## config.mk

```make
export PLATFORM = sky130hd
export DESIGN_NAME = decim_capture
export DESIGN_NICKNAME = d
export VERILOG_FILES = /design/src/rtl/decim_capture_pkg.sv /design/src/rtl/decim_capture_fifo.sv /design/src/rtl/decim_capture_ctrl.sv /design/src/rtl/decim_capture_dpath.sv /design/src/rtl/decim_capture.sv
export SDC_FILE = /design/constraint.sdc
export NUM_CORES = 1
export LEC_CHECK = 0
export ABC_CLOCK_PERIOD_IN_PS = 4900
export BUFFER_PORTS_ARGS = -buffer_cell sky130_fd_sc_hd__buf_2
export CORE_AREA = 2 2 172 174
export CTS_CLUSTER_DIAMETER = 30
export DETAILED_ROUTE_END_ITERATION = 7
export DIE_AREA = 0 0 174 176
export GPL_TIMING_DRIVEN = 0
export PLACE_DENSITY = 0.67
export SLEW_MARGIN = 10
export SYNTH_ARGS = -nofsm -noshare
export SYNTH_HDL_FRONTEND = slang
export SYNTH_SLANG_ARGS = --single-unit
```

## constraint.sdc

```tcl
create_clock -name clk -period 4.9 [get_ports clk]
set_clock_uncertainty 0.2 [all_clocks]
set_input_delay 0.245 -clock clk [delete_from_list [all_inputs] [get_ports clk]]
set_output_delay 0.245 -clock clk [all_outputs]
set_load 0.05 [all_outputs]
```

## src/rtl/decim_capture_pkg.sv

```systemverilog
`timescale 1ns/1ps
package decim_capture_pkg;

  // strobes passed from sequencing control to the datapath
  typedef struct packed {
    logic accept;     // a sample word is taken this clock
    logic lastPhase;  // the word completes its channel's group
    logic clearAcc;   // zero every accumulator
    logic useRom;     // take the test pattern instead of live data
  } capStrobe_t;

  // test pattern entry k
  function automatic logic [15:0] romPattern(input logic [15:0] idx);
    return 16'h0F0F + 16'h1111 * idx;
  endfunction

endpackage

```

## src/rtl/decim_capture_fifo.sv

```systemverilog
`timescale 1ns/1ps
module decim_capture_fifo #(
  parameter int WIDTH = 16,
  parameter int DEPTH = 16
) (
  input  logic             clk,
  input  logic             rstN,
  input  logic             wrReq,
  input  logic [WIDTH-1:0] wrData,
  input  logic             rdReq,
  output logic [WIDTH-1:0] rdData,
  output logic             empty,
  output logic             full,
  output logic             drop
);
  localparam int AW = $clog2(DEPTH);

  logic [WIDTH-1:0] mem [DEPTH];
  logic [AW-1:0]    wrPtr, rdPtr;
  logic [AW:0]      fill;
  logic             doPush, doPop;

  assign empty  = (fill == '0);
  assign full   = (fill == (AW+1)'(DEPTH));
  assign doPush = wrReq && !full;
  assign doPop  = rdReq && !empty;
  assign drop   = wrReq && full;
  assign rdData = mem[rdPtr];

  always_ff @(posedge clk) begin
    if (doPush) mem[wrPtr] <= wrData;
  end

  always_ff @(posedge clk) begin
    if (!rstN) begin
      wrPtr <= '0;
      rdPtr <= '0;
      fill  <= '0;
    end else begin
      if (doPush) wrPtr <= (wrPtr == AW'(DEPTH-1)) ? '0 : wrPtr + 1'b1;
      if (doPop)  rdPtr <= (rdPtr == AW'(DEPTH-1)) ? '0 : rdPtr + 1'b1;
      case ({doPush, doPop})
        2'b10:   fill <= fill + 1'b1;
        2'b01:   fill <= fill - 1'b1;
        default: fill <= fill;
      endcase
    end
  end
endmodule

```

## src/rtl/decim_capture_ctrl.sv

```systemverilog
`timescale 1ns/1ps
module decim_capture_ctrl
  import decim_capture_pkg::*;
#(
  parameter int              NUM_CH    = 2,
  parameter int              RESULTS   = 500,
  parameter int              GROUP     = 4,
  parameter int              ROM_DEPTH = 8,
  parameter int              ADDR_W    = 20,
  parameter int              DATA_W    = 16,
  parameter logic [ADDR_W-1:0] CTRL_ADDR = 20'h01034,
  parameter logic [DATA_W-1:0] TEST_CODE = 16'hFF00,
  parameter int              CH_W      = 1,
  parameter int              RA_W      = 3
) (
  input  logic              clk,
  input  logic              rstN,
  input  logic              sampleValid,
  input  logic              cycleStart,
  input  logic              regWrEn,
  input  logic [ADDR_W-1:0] regWrAddr,
  input  logic [DATA_W-1:0] regWrData,
  input  logic              dropPulse,
  output capStrobe_t        strb,
  output logic [CH_W-1:0]   chIdx,
  output logic [RA_W-1:0]   romAddr,
  output logic              cycleActive,
  output logic              cycleDone,
  output logic              overflow,
  output logic              testMode
);
  localparam int PH_W  = $clog2(GROUP);
  localparam int TOTAL = NUM_CH * RESULTS;
  localparam int CNT_W = $clog2(TOTAL + 1);

  logic [PH_W-1:0]  phase;
  logic [CNT_W-1:0] resultCount;
  logic accept, lastPhase, lastCh, startNow, ctrlHit;

  assign accept    = cycleActive && sampleValid;
  assign lastPhase = (phase == PH_W'(GROUP-1));
  assign lastCh    = (chIdx == CH_W'(NUM_CH-1));
  assign startNow  = cycleStart && !cycleActive;
  assign ctrlHit   = regWrEn && (regWrAddr == CTRL_ADDR);

  assign strb.accept    = accept;
  assign strb.lastPhase = lastPhase;
  assign strb.clearAcc  = startNow;
  assign strb.useRom    = testMode;

  // sequencing: channel rotation, group position, result count
  always_ff @(posedge clk) begin
    if (!rstN) begin
      cycleActive <= 1'b0;
      cycleDone   <= 1'b0;
      chIdx       <= '0;
      phase       <= '0;
      resultCount <= '0;
      romAddr     <= '0;
    end else if (startNow) begin
      cycleActive <= 1'b1;
      cycleDone   <= 1'b0;
      chIdx       <= '0;
      phase       <= '0;
      resultCount <= '0;
      romAddr     <= '0;
    end else if (accept) begin
      romAddr <= (romAddr == RA_W'(ROM_DEPTH-1)) ? '0 : romAddr + 1'b1;
      chIdx   <= lastCh ? '0 : chIdx + 1'b1;
      if (lastCh) phase <= lastPhase ? '0 : phase + 1'b1;
      if (lastPhase) begin
        resultCount <= resultCount + 1'b1;
        if (resultCount == CNT_W'(TOTAL-1)) begin
          cycleActive <= 1'b0;
          cycleDone   <= 1'b1;
        end
      end
    end
  end

  // control register: source select and sticky loss flag
  always_ff @(posedge clk) begin
    if (!rstN) begin
      overflow <= 1'b0;
      testMode <= 1'b0;
    end else begin
      if (dropPulse)    overflow <= 1'b1;
      else if (ctrlHit) overflow <= 1'b0;
      if (ctrlHit) testMode <= (regWrData == TEST_CODE);
    end
  end
endmodule

```

## src/rtl/decim_capture_dpath.sv

```systemverilog
`timescale 1ns/1ps
module decim_capture_dpath
  import decim_capture_pkg::*;
#(
  parameter int NUM_CH     = 2,
  parameter int DATA_W     = 16,
  parameter int GROUP      = 4,
  parameter int FIFO_DEPTH = 16,
  parameter int CH_W       = 1,
  parameter int RA_W       = 3
) (
  input  logic              clk,
  input  logic              rstN,
  input  capStrobe_t        strb,
  input  logic [CH_W-1:0]   chIdx,
  input  logic [RA_W-1:0]   romAddr,
  input  logic [DATA_W-1:0] sampleData,
  input  logic              rdEn,
  output logic [DATA_W-1:0] rdData,
  output logic              fifoEmpty,
  output logic              fifoFull,
  output logic              dropPulse
);
  localparam int SHIFT = $clog2(GROUP);
  localparam int ACC_W = DATA_W + SHIFT;

  logic [DATA_W-1:0] sampleWord, avgWord;
  logic [ACC_W-1:0]  acc [NUM_CH];
  logic [ACC_W-1:0]  selAcc, sumNext;
  logic              pushReq;

  // source mux: live words or test pattern
  assign sampleWord = strb.useRom ? DATA_W'(romPattern(16'(romAddr))) : sampleData;
  assign selAcc     = acc[chIdx];
  assign sumNext    = selAcc + ACC_W'(sampleWord);
  assign avgWord    = sumNext[ACC_W-1:SHIFT];
  assign pushReq    = strb.accept && strb.lastPhase;

  for (genvar g = 0; g < NUM_CH; g++) begin : g_acc
    always_ff @(posedge clk) begin
      if (!rstN || strb.clearAcc) begin
        acc[g] <= '0;
      end else if (strb.accept && (chIdx == CH_W'(g))) begin
        acc[g] <= strb.lastPhase ? '0 : sumNext;
      end
    end
  end

  decim_capture_fifo #(.WIDTH(DATA_W), .DEPTH(FIFO_DEPTH)) u_fifo (
    .clk    (clk),
    .rstN   (rstN),
    .wrReq  (pushReq),
    .wrData (avgWord),
    .rdReq  (rdEn),
    .rdData (rdData),
    .empty  (fifoEmpty),
    .full   (fifoFull),
    .drop   (dropPulse)
  );
endmodule

```

## src/rtl/decim_capture.sv

```systemverilog
`timescale 1ns/1ps
module decim_capture
  import decim_capture_pkg::*;
#(
  parameter int                NUM_CH     = 2,
  parameter int                RESULTS    = 500,
  parameter int                GROUP      = 4,
  parameter int                ROM_DEPTH  = 8,
  parameter int                FIFO_DEPTH = 16,
  parameter int                DATA_W     = 16,
  parameter int                ADDR_W     = 20,
  parameter logic [ADDR_W-1:0] CTRL_ADDR  = 20'h01034,
  parameter logic [DATA_W-1:0] TEST_CODE  = 16'hFF00
) (
  input  logic              clk,
  input  logic              rstN,
  input  logic              sampleValid,
  input  logic [DATA_W-1:0] sampleData,
  input  logic              cycleStart,
  input  logic              regWrEn,
  input  logic [ADDR_W-1:0] regWrAddr,
  input  logic [DATA_W-1:0] regWrData,
  input  logic              rdEn,
  output logic [DATA_W-1:0] rdData,
  output logic              fifoEmpty,
  output logic              fifoFull,
  output logic              cycleActive,
  output logic              cycleDone,
  output logic              overflow,
  output logic              testMode
);
  localparam int CH_W = (NUM_CH > 1) ? $clog2(NUM_CH) : 1;
  localparam int RA_W = (ROM_DEPTH > 1) ? $clog2(ROM_DEPTH) : 1;

  capStrobe_t      strb;
  logic [CH_W-1:0] chIdx;
  logic [RA_W-1:0] romAddr;
  logic            dropPulse;

  decim_capture_ctrl #(
    .NUM_CH(NUM_CH), .RESULTS(RESULTS), .GROUP(GROUP), .ROM_DEPTH(ROM_DEPTH),
    .ADDR_W(ADDR_W), .DATA_W(DATA_W), .CTRL_ADDR(CTRL_ADDR), .TEST_CODE(TEST_CODE),
    .CH_W(CH_W), .RA_W(RA_W)
  ) u_ctrl (
    .clk(clk), .rstN(rstN), .sampleValid(sampleValid), .cycleStart(cycleStart),
    .regWrEn(regWrEn), .regWrAddr(regWrAddr), .regWrData(regWrData),
    .dropPulse(dropPulse), .strb(strb), .chIdx(chIdx), .romAddr(romAddr),
    .cycleActive(cycleActive), .cycleDone(cycleDone), .overflow(overflow),
    .testMode(testMode)
  );

  decim_capture_dpath #(
    .NUM_CH(NUM_CH), .DATA_W(DATA_W), .GROUP(GROUP), .FIFO_DEPTH(FIFO_DEPTH),
    .CH_W(CH_W), .RA_W(RA_W)
  ) u_dpath (
    .clk(clk), .rstN(rstN), .strb(strb), .chIdx(chIdx), .romAddr(romAddr),
    .sampleData(sampleData), .rdEn(rdEn), .rdData(rdData),
    .fifoEmpty(fifoEmpty), .fifoFull(fifoFull), .dropPulse(dropPulse)
  );
endmodule

```

Word-level counts from Yosys, hierarchy flattened. Memory sizes are Yosys's and may differ from the RTL's. A register that Yosys moved wholly into a read port is not among the register bits. Index checks and enable logic that the tools add are counted.

Memory bits (writable): 292. Memories kept: 2. Bits in registers: 33. Latch bits: 0. Output and inout port bits: 22. ROM bits: 0. Logic and storage cells: 93.

Shift operators: 0. Bitwise logic cells: 4. Order comparisons: 0. $mul: 1. Eq/ne operators: 10. Add/sub/neg operators: 10. Reduce and logical (&&, ||, !) cells: 25. Muxes and demuxes: 30. Divide/modulo/power cells: 0.

Memories: u_dpath.u_fifo.mem (words 16, bits a word 16, read ports 1, clocked after Yosys merged registers in 1, write ports 1, RTL line decim_capture_fifo.sv:18) `logic [WIDTH-1:0] mem [DEPTH];`; u_dpath.acc (words 2, bits a word 18, read ports 1, clocked after Yosys merged registers in 1, write ports 2, RTL line decim_capture_dpath.sv:28) `logic [ACC_W-1:0] acc [NUM_CH];`.

Operators with widths (count): 2-to-1 mux 18 bit (3); equality test 20 x 13 -> 1 bit (second input constant) (1); 2-to-1 mux 1 bit (19); adder 18 x 16 -> 18 bit (1); adder 12 x 16 -> 16 bit (first input constant) (1); equality test 16 bit (second input constant) (1); multiplier 13 x 3 -> 16 bit (first input constant) (1); 2-to-1 mux 16 bit (1); 2-to-1 mux 4 bit (4); adder 10 x 1 -> 10 bit (second input constant) (1); equality test 10 bit (second input constant) (1); one-hot mux 5 bit (2 select lines) (1); nonzero test 2 bit (5); logical AND 1 bit (9); adder 4 x 1 -> 4 bit (second input constant) (2); equality test 4 bit (second input constant) (2); AND reduction 3 bit (2); adder 5 x 1 -> 5 bit (second input constant) (1); equality test 5 bit (second input constant) (1); logical NOT 5 bit (1); subtractor 5 x 1 -> 5 bit (second input constant) (1); equality test 2 bit (second input constant) (2); logical NOT 1 bit (4); AND reduction 2 bit (2); 11 further kinds (13).

Logic depth before layout (Yosys ltp).
Word-level depth: 6. Mapped depth: 16.

Modules after synthesis. A second synthesis with hierarchy kept.

Cells, all modules: 934. Area total of the unflattened synthesis: 14795.4 µm².

Modules (own cells, without submodules): decim_capture_fifo (instances 1, area an instance 10633.9 µm², sequential area each 8027.7 µm², cells an instance 472); decim_capture_dpath (instances 1, area an instance 3146.8 µm², sequential area each 1081.0 µm², cells an instance 343); decim_capture_ctrl (instances 1, area an instance 1014.7 µm², sequential area each 400.4 µm², cells an instance 119).

Worst setup path before layout. OpenSTA, ideal clock, no wires.

Path type: register to register. From: register u_dpath.u_fifo.fill[0]. To: register u_dpath.u_fifo.fill[4]. Clock period less this slack: 4.018 ns. Path buffers: 0. Arrival time: 3.703 ns. Stages on the path, launching flop included: 14. Required time: 4.585 ns. Path slack: 0.882 ns. Cells stage by stage: dfxtp_1 or4_1 nor2_1 nor2_1 inv_1 ha_1 inv_1 fa_1 nor2b_1 o21ai_0 nand3_1 or3b_2 xnor2_1 and2_1.

Cells in the longest elaborated chain, start to end: 5. Elaborated cells between the ends (all ways): 12.

Ends and longest elaborated chain: from (decl) (RTL line decim_capture_fifo.sv:20) `logic [AW:0] fill;`; from (signal assigned) (RTL line decim_capture_fifo.sv:43) `2'b10: fill <= fill + 1'b1;`; from (signal assigned) (RTL line decim_capture_fifo.sv:44) `2'b01: fill <= fill - 1'b1;`; from (signal assigned) (RTL line decim_capture_fifo.sv:45) `default: fill <= fill;`; equality test 5 bit * (RTL line decim_capture_fifo.sv:24) `assign full = (fill == (AW+1)'(DEPTH));`; via fifoFull (RTL line decim_capture.sv:26) `output logic fifoFull,`; logical NOT 1 bit * (RTL line decim_capture_fifo.sv:25) `assign doPush = wrReq && !full;`; logical AND 1 bit * (RTL line decim_capture_fifo.sv:25); equality test 2 x 1 -> 1 bit / equality test 2 bit (equally long branches) (RTL line decim_capture_fifo.sv:42) `case ({doPush, doPop})`; one-hot mux 5 bit (2 select lines) / nonzero test 2 bit (equally long branches).

The timed path passes the listed nets; every way through them passes the cells marked *. A chain may end at the register's enable or synchronous reset.

Worst setup path after layout.
From: register u_ctrl.romAddr[1]. To: memory u_dpath.u_fifo.mem[11][15], data pin.

Cells in the longest elaborated chain, start to end: 4.

Ends and longest elaborated chain: from (decl) (RTL line decim_capture_ctrl.sv:26) `output logic [RA_W-1:0] romAddr,`; from (signal assigned) (RTL line decim_capture_ctrl.sv:68) `romAddr <= (romAddr == RA_W'(ROM_DEPTH-1)) ? '0 : romAddr + 1'b1;`; multiplier 13 x 3 -> 16 bit (RTL line decim_capture_pkg.sv:14) `return 16'h0F0F + 16'h1111 * idx;`; adder 12 x 16 -> 16 bit (RTL line decim_capture_pkg.sv:14); 2-to-1 mux 16 bit (RTL line decim_capture_dpath.sv:33) `assign sampleWord = strb.useRom ? DATA_W'(romPattern(16'(romAddr))) : sampleData;`; adder 18 x 16 -> 18 bit (RTL line decim_capture_dpath.sv:35) `assign sumNext = selAcc + ACC_W'(sampleWord);`; via u_dpath.sumNext[17] (RTL line decim_capture_dpath.sv:29) `logic [ACC_W-1:0] selAcc, sumNext;`; to (decl) (RTL line decim_capture_fifo.sv:18).

The timed path passes the listed nets, and every way through them passes these cells.

==> results.md <==
Logic synthesis:
- The top flip-flop cell by instance count after synthesis is sky130_fd_sc_hd__edfxtp_1.
- The synthesized area is 14200 um^2.
- The gate count after technology mapping is 869.
- The fraction of registers with async set/reset is 0%.
- After synthesis, the mean cell area works out to 16.3 um^2.
- The sequential fraction of the synthesis area is 67.1%.
- The number of enable-type register cells in the synthesized netlist is 292.
- Synthesis inferred 330 register bits.
- The count of synthesis-stage warnings from yosys is 0.
- The number of distinct standard cells referenced by the synthesized netlist is 49.
- The number of nets in the synthesized netlist is 966.

Pwr:
- In this run, the combinational gates consume 5.8% of the power.
- The switching part of the total power is 22.1%.
- For this design the ratio of total power to cell area is 440 nW/um^2.
- The clock group share of total power is 51.0%.
- The analysis attributes to net switching a power of 0.00166 W.
- The sequential power share is 43.2%.
- The maximum VDD drop is 275 uV.
- The leakage power total is 6.06 nW.
- The internal power of the cells totals 0.00586 W.
- The total power of the final layout is 0.00752 W.

Floorplanning:
- The width of the die is 174 um.
- The number of rows in the core area is 62.
- The floorplan step defined a die boundary enclosing 30600 um^2.
- The floorplan die height is 176 um.
- The area of the core region is 28500 um^2.
- The starting utilization of the core area is 49.7%.
- In this run the count of I/O pins placed on the die edge is 80.

GRT:
- The residual overflow from global routing is 0.
- The via count of the first global-routing pass was 8328.
- The pin count of the biggest net entering global routing is 20.
- The first-pass GRT wire length is 47000 um.
- The overall routing resource usage is 20.3%.
- The number of antenna violations at the first check in global routing is 0.

Critical path:
- Walking the worst path, the cells encountered are inv_1 > ha_1 > inv_1 > ha_1 > a21o_1 > a21oi_1 > nand3b_1 > o21ai_0 > ha_1 > nand2_1 > o21ai_1 > inv_1 > a2111oi_1 > o21ai_0 > nand2_1.
- For this design, the slowest cell found on the critical path is sky130_fd_sc_hd__a2111oi_1.
- STA puts the critical path data arrival time at 4.51 ns.
- The critical path's largest stage delay is 0.55 ns.
- The setup path with the least slack is of type reg -> reg.
- At the worst endpoint, the required time is 4.99 ns.
- STA classifies the critical path endpoint as a flop.
- The largest driver fanout on the critical path is 16.
- The worst setup path is launched from a flop.

Drt:
- The total vias in the final route is 7949.
- The number of optimization iterations in the first detailed-route pass is 4.
- The sum of routed wire length over all layers is 30300 um.
- For this block, the initial DRC count from the detailed router was 559.
- In the final routed layout, each cell accounts on average for 20.9 um.
- Dividing the detail-routed via count by the number of cells gives 5.49.
- The count of antenna-violating nets left after detailed routing is 0.
- The remaining routing DRC violations is 0.

Timing:
- The count of final max-slew check failures is 0.
- For the pin with the worst max-slew slack, the measured transition is 1.14 ns.
- The summed negative setup slack over all endpoints is 0 ns.
- Derived from the worst setup path, the maximum achievable clock frequency is 0.226 GHz.
- Setup repair after global routing left no endpoint under its margin.
- The total count of hold-check failures in the final report is 0.
- In this run the tightest slew margin relative to its limit is 23.8%.
- In the finished design, the share of the clock period the worst path needs comes to 90.3%.
- The time the worst path needs with I/O delays and setup is 4.43 ns.
- The total setup violations reported at the end of the flow is 0.

Placement:
- The half-perimeter wire length after detailed placement is 18600 um.
- Once placement completed, the tool counted placed cells totaling 1333.
- The last weighted congestion value of the routability-driven placer is 0.812.
- The number of port buffers is 79.

Clock network:
- The clock passes through at most 3 buffers.
- The latest clock arrival within the worst-skew pair is 0.56 ns.
- The clock root buffer master is sky130_fd_sc_hd__clkbuf_16.
- CTS built an H-tree with a depth of 2.
- The clock net in this run drives a total of 330 sinks.
- The TritonCTS buffer count is 57.
- Clock-pin slew was measured on the worst setup and hold paths at 0.05 ns.
- The CTS tree is built.

Layout:
- The net total in the final layout is 1115.
- In the final layout, the share of cells above drive strength 1 is 26.7%.
- Leaving out fill and tap cells, the most frequent cell in the layout is sky130_fd_sc_hd__edfxtp_1.
- From synthesis to final layout, the design area changed by 20.4%.
- The library cells used most frequently in the layout, excluding fill and tap cells, are sky130_fd_sc_hd__edfxtp_1, sky130_fd_sc_hd__buf_2, sky130_fd_sc_hd__mux4_2.
- 0 antenna diodes ended up in the layout.
- The non-filler instance count after layout is 1449.
- The number of inserted filler cells in the final layout is 2202.

Run status:
- The flow ran to the end, and the final reports show no timing, DRC or antenna violations.

Run:
- Across the run, the number of max-cap violations was 0.

Hold path:
- The type of the worst min-delay path is in -> reg.
==> synth_stat cells (7+ instances only) <==
cell                       count  area [um^2]
sky130_fd_sc_hd__inv_1        45          169
sky130_fd_sc_hd__nand2_1      42          158
sky130_fd_sc_hd__edfxtp_1    292         8770
sky130_fd_sc_hd__ha_1         37          463
sky130_fd_sc_hd__clkbuf_1     24         90.1
sky130_fd_sc_hd__nand4_1       8         50.1
sky130_fd_sc_hd__dfxtp_1      38          761
sky130_fd_sc_hd__o21ai_0      27          135
sky130_fd_sc_hd__buf_2         8         40.0
sky130_fd_sc_hd__and3_1       12         75.1
sky130_fd_sc_hd__nor2b_1       7         43.8
sky130_fd_sc_hd__nand3_1      10         50.1
sky130_fd_sc_hd__mux2_2       16          180
sky130_fd_sc_hd__a21o_1       12         90.1
sky130_fd_sc_hd__nor2_1       68          255
sky130_fd_sc_hd__xnor2_1      21          184
sky130_fd_sc_hd__a21oi_1      29          145
sky130_fd_sc_hd__xor2_1       13          114
sky130_fd_sc_hd__mux2i_1       7         70.1
sky130_fd_sc_hd__and2_1       17          106
sky130_fd_sc_hd__mux4_2       80         1800
==> critical path, delay by kind of cell, from the launching register on <==
kind,cells,cell delay (ns)
fa+ha+maj,3,0.91
compound gates,6,1.60
simple gates,3,0.73
buf+inv,3,0.25
flops,1,0.46
==> flip-flops by register name (all words and copies together), names as in the netlist, named ones only <==
register	count
u_ctrl.chIdx	1
u_ctrl.cycleActive	1
u_ctrl.cycleDone	1
u_ctrl.overflow	1
u_ctrl.phase	2
u_ctrl.resultCount	10
u_ctrl.romAddr	3
u_ctrl.testMode	1
u_dpath.acc	36
u_dpath.u_fifo.fill	5
u_dpath.u_fifo.mem	256
u_dpath.u_fifo.rdPtr	4
u_dpath.u_fifo.wrPtr	4
==> stage by stage <==
| step | area (um^2) | utilization (%) | setup WS [ns] | hold WS, ns |
|---|---|---|---|---|
| final | 17100 | 59.9 | 0.474 | 0.154 |
| after global routing | 17100 | 59.9 | 0.0483 | 0.218 |
| after CTS | 17100 | 59.9 | 0.164 | 0.149 |
| after detailed placement | 15100 | 52.9 | 0.191 | 0.268 |
| after global placement | 15100 | 52.8 | 0.277 | 0.261 |
| after floorplan | 14200 | - | 0.882 | 0.173 |
==> final timing paths <==
| check | from | end | slack [ns] | depth (start not counted) |
|---|---|---|---|---|
| worst max-delay path | u_ctrl.romAddr[1]$_SDFFE_PP0P_ | u_dpath.u_fifo.mem[11][15]$_DFFE_PP_ | 0.47 | 15 |
| worst min-delay path | rdEn | flop | 0.15 | 5 |
| worst max register to register | u_ctrl.romAddr[1]$_SDFFE_PP0P_ | u_dpath.u_fifo.mem[11][15]$_DFFE_PP_ | 0.47 | 15 |
| worst min register to register | u_ctrl.phase[0]$_SDFFE_PP0P_ | u_ctrl.phase[0]$_SDFFE_PP0P_ | 0.27 | 1 |
==> layer usage <==
layer / track usage [%] / routed length (um) / vias to the layer above
li1: - / - / 3670
met1: 26.3 / 12700 / 4014
met2: 35.4 / 15600 / 220
met3: 3.47 / 1340 / 45
met4: 6.41 / 610 / 0
met5: 0 / 0 / -
==> power by group through the flow <==
| stage | Clock [W] | Combinational (W) | Sequential, W |
|---|---|---|---|
| finish | 0.00383 | 0.000438 | 0.00325 |
| global route | 0.00400 | 0.000492 | 0.00325 |
| CTS | 0.00387 | 0.000436 | 0.00325 |
| detailed placement | 0 | 0.000428 | 0.00330 |
| global placement | 0 | 0.000416 | 0.00330 |
| floorplan | 0 | 0.000270 | 0.00330 |
==> cell families (layout without fill, tap and decap cells) <==
| logic type | after synthesis | in the layout | share of synthesized area [%] |
|---|---|---|---|
| flops | 330 | 330 | 67.1 |
| simple gates | 191 | 191 | 6.67 |
| mux | 103 | 103 | 14.5 |
| compound gates | 92 | 92 | 3.91 |
| buf+inv | 80 | 276 | 2.19 |
| fa+ha+maj | 39 | 39 | 3.54 |
| xor+xnor | 34 | 34 | 2.10 |
==> repair_timing <==
item / CTS / global route
gates resized for setup: 0 / 2
setup buffers: 0 / 0
endpoints found under the setup margin: 0 / 16
endpoints found under the hold margin: 11 / 0
hold buffers: 10 / 0
==> area by class of cell <==
class | instances | area [um^2] | area share (%)
well taps | 384 | 480 | 2.81
repair buffers | 90 | 510 | 2.99
flip-flops and latches | 330 | 9530 | 55.8
inverters | 45 | 169 | 0.988
clock inverters | 36 | 393 | 2.30
multi-input cells | 459 | 4360 | 25.5
clock buffers | 70 | 1510 | 8.82
plain buffers | 35 | 141 | 0.827
Power figures use the tool's default switching activity.
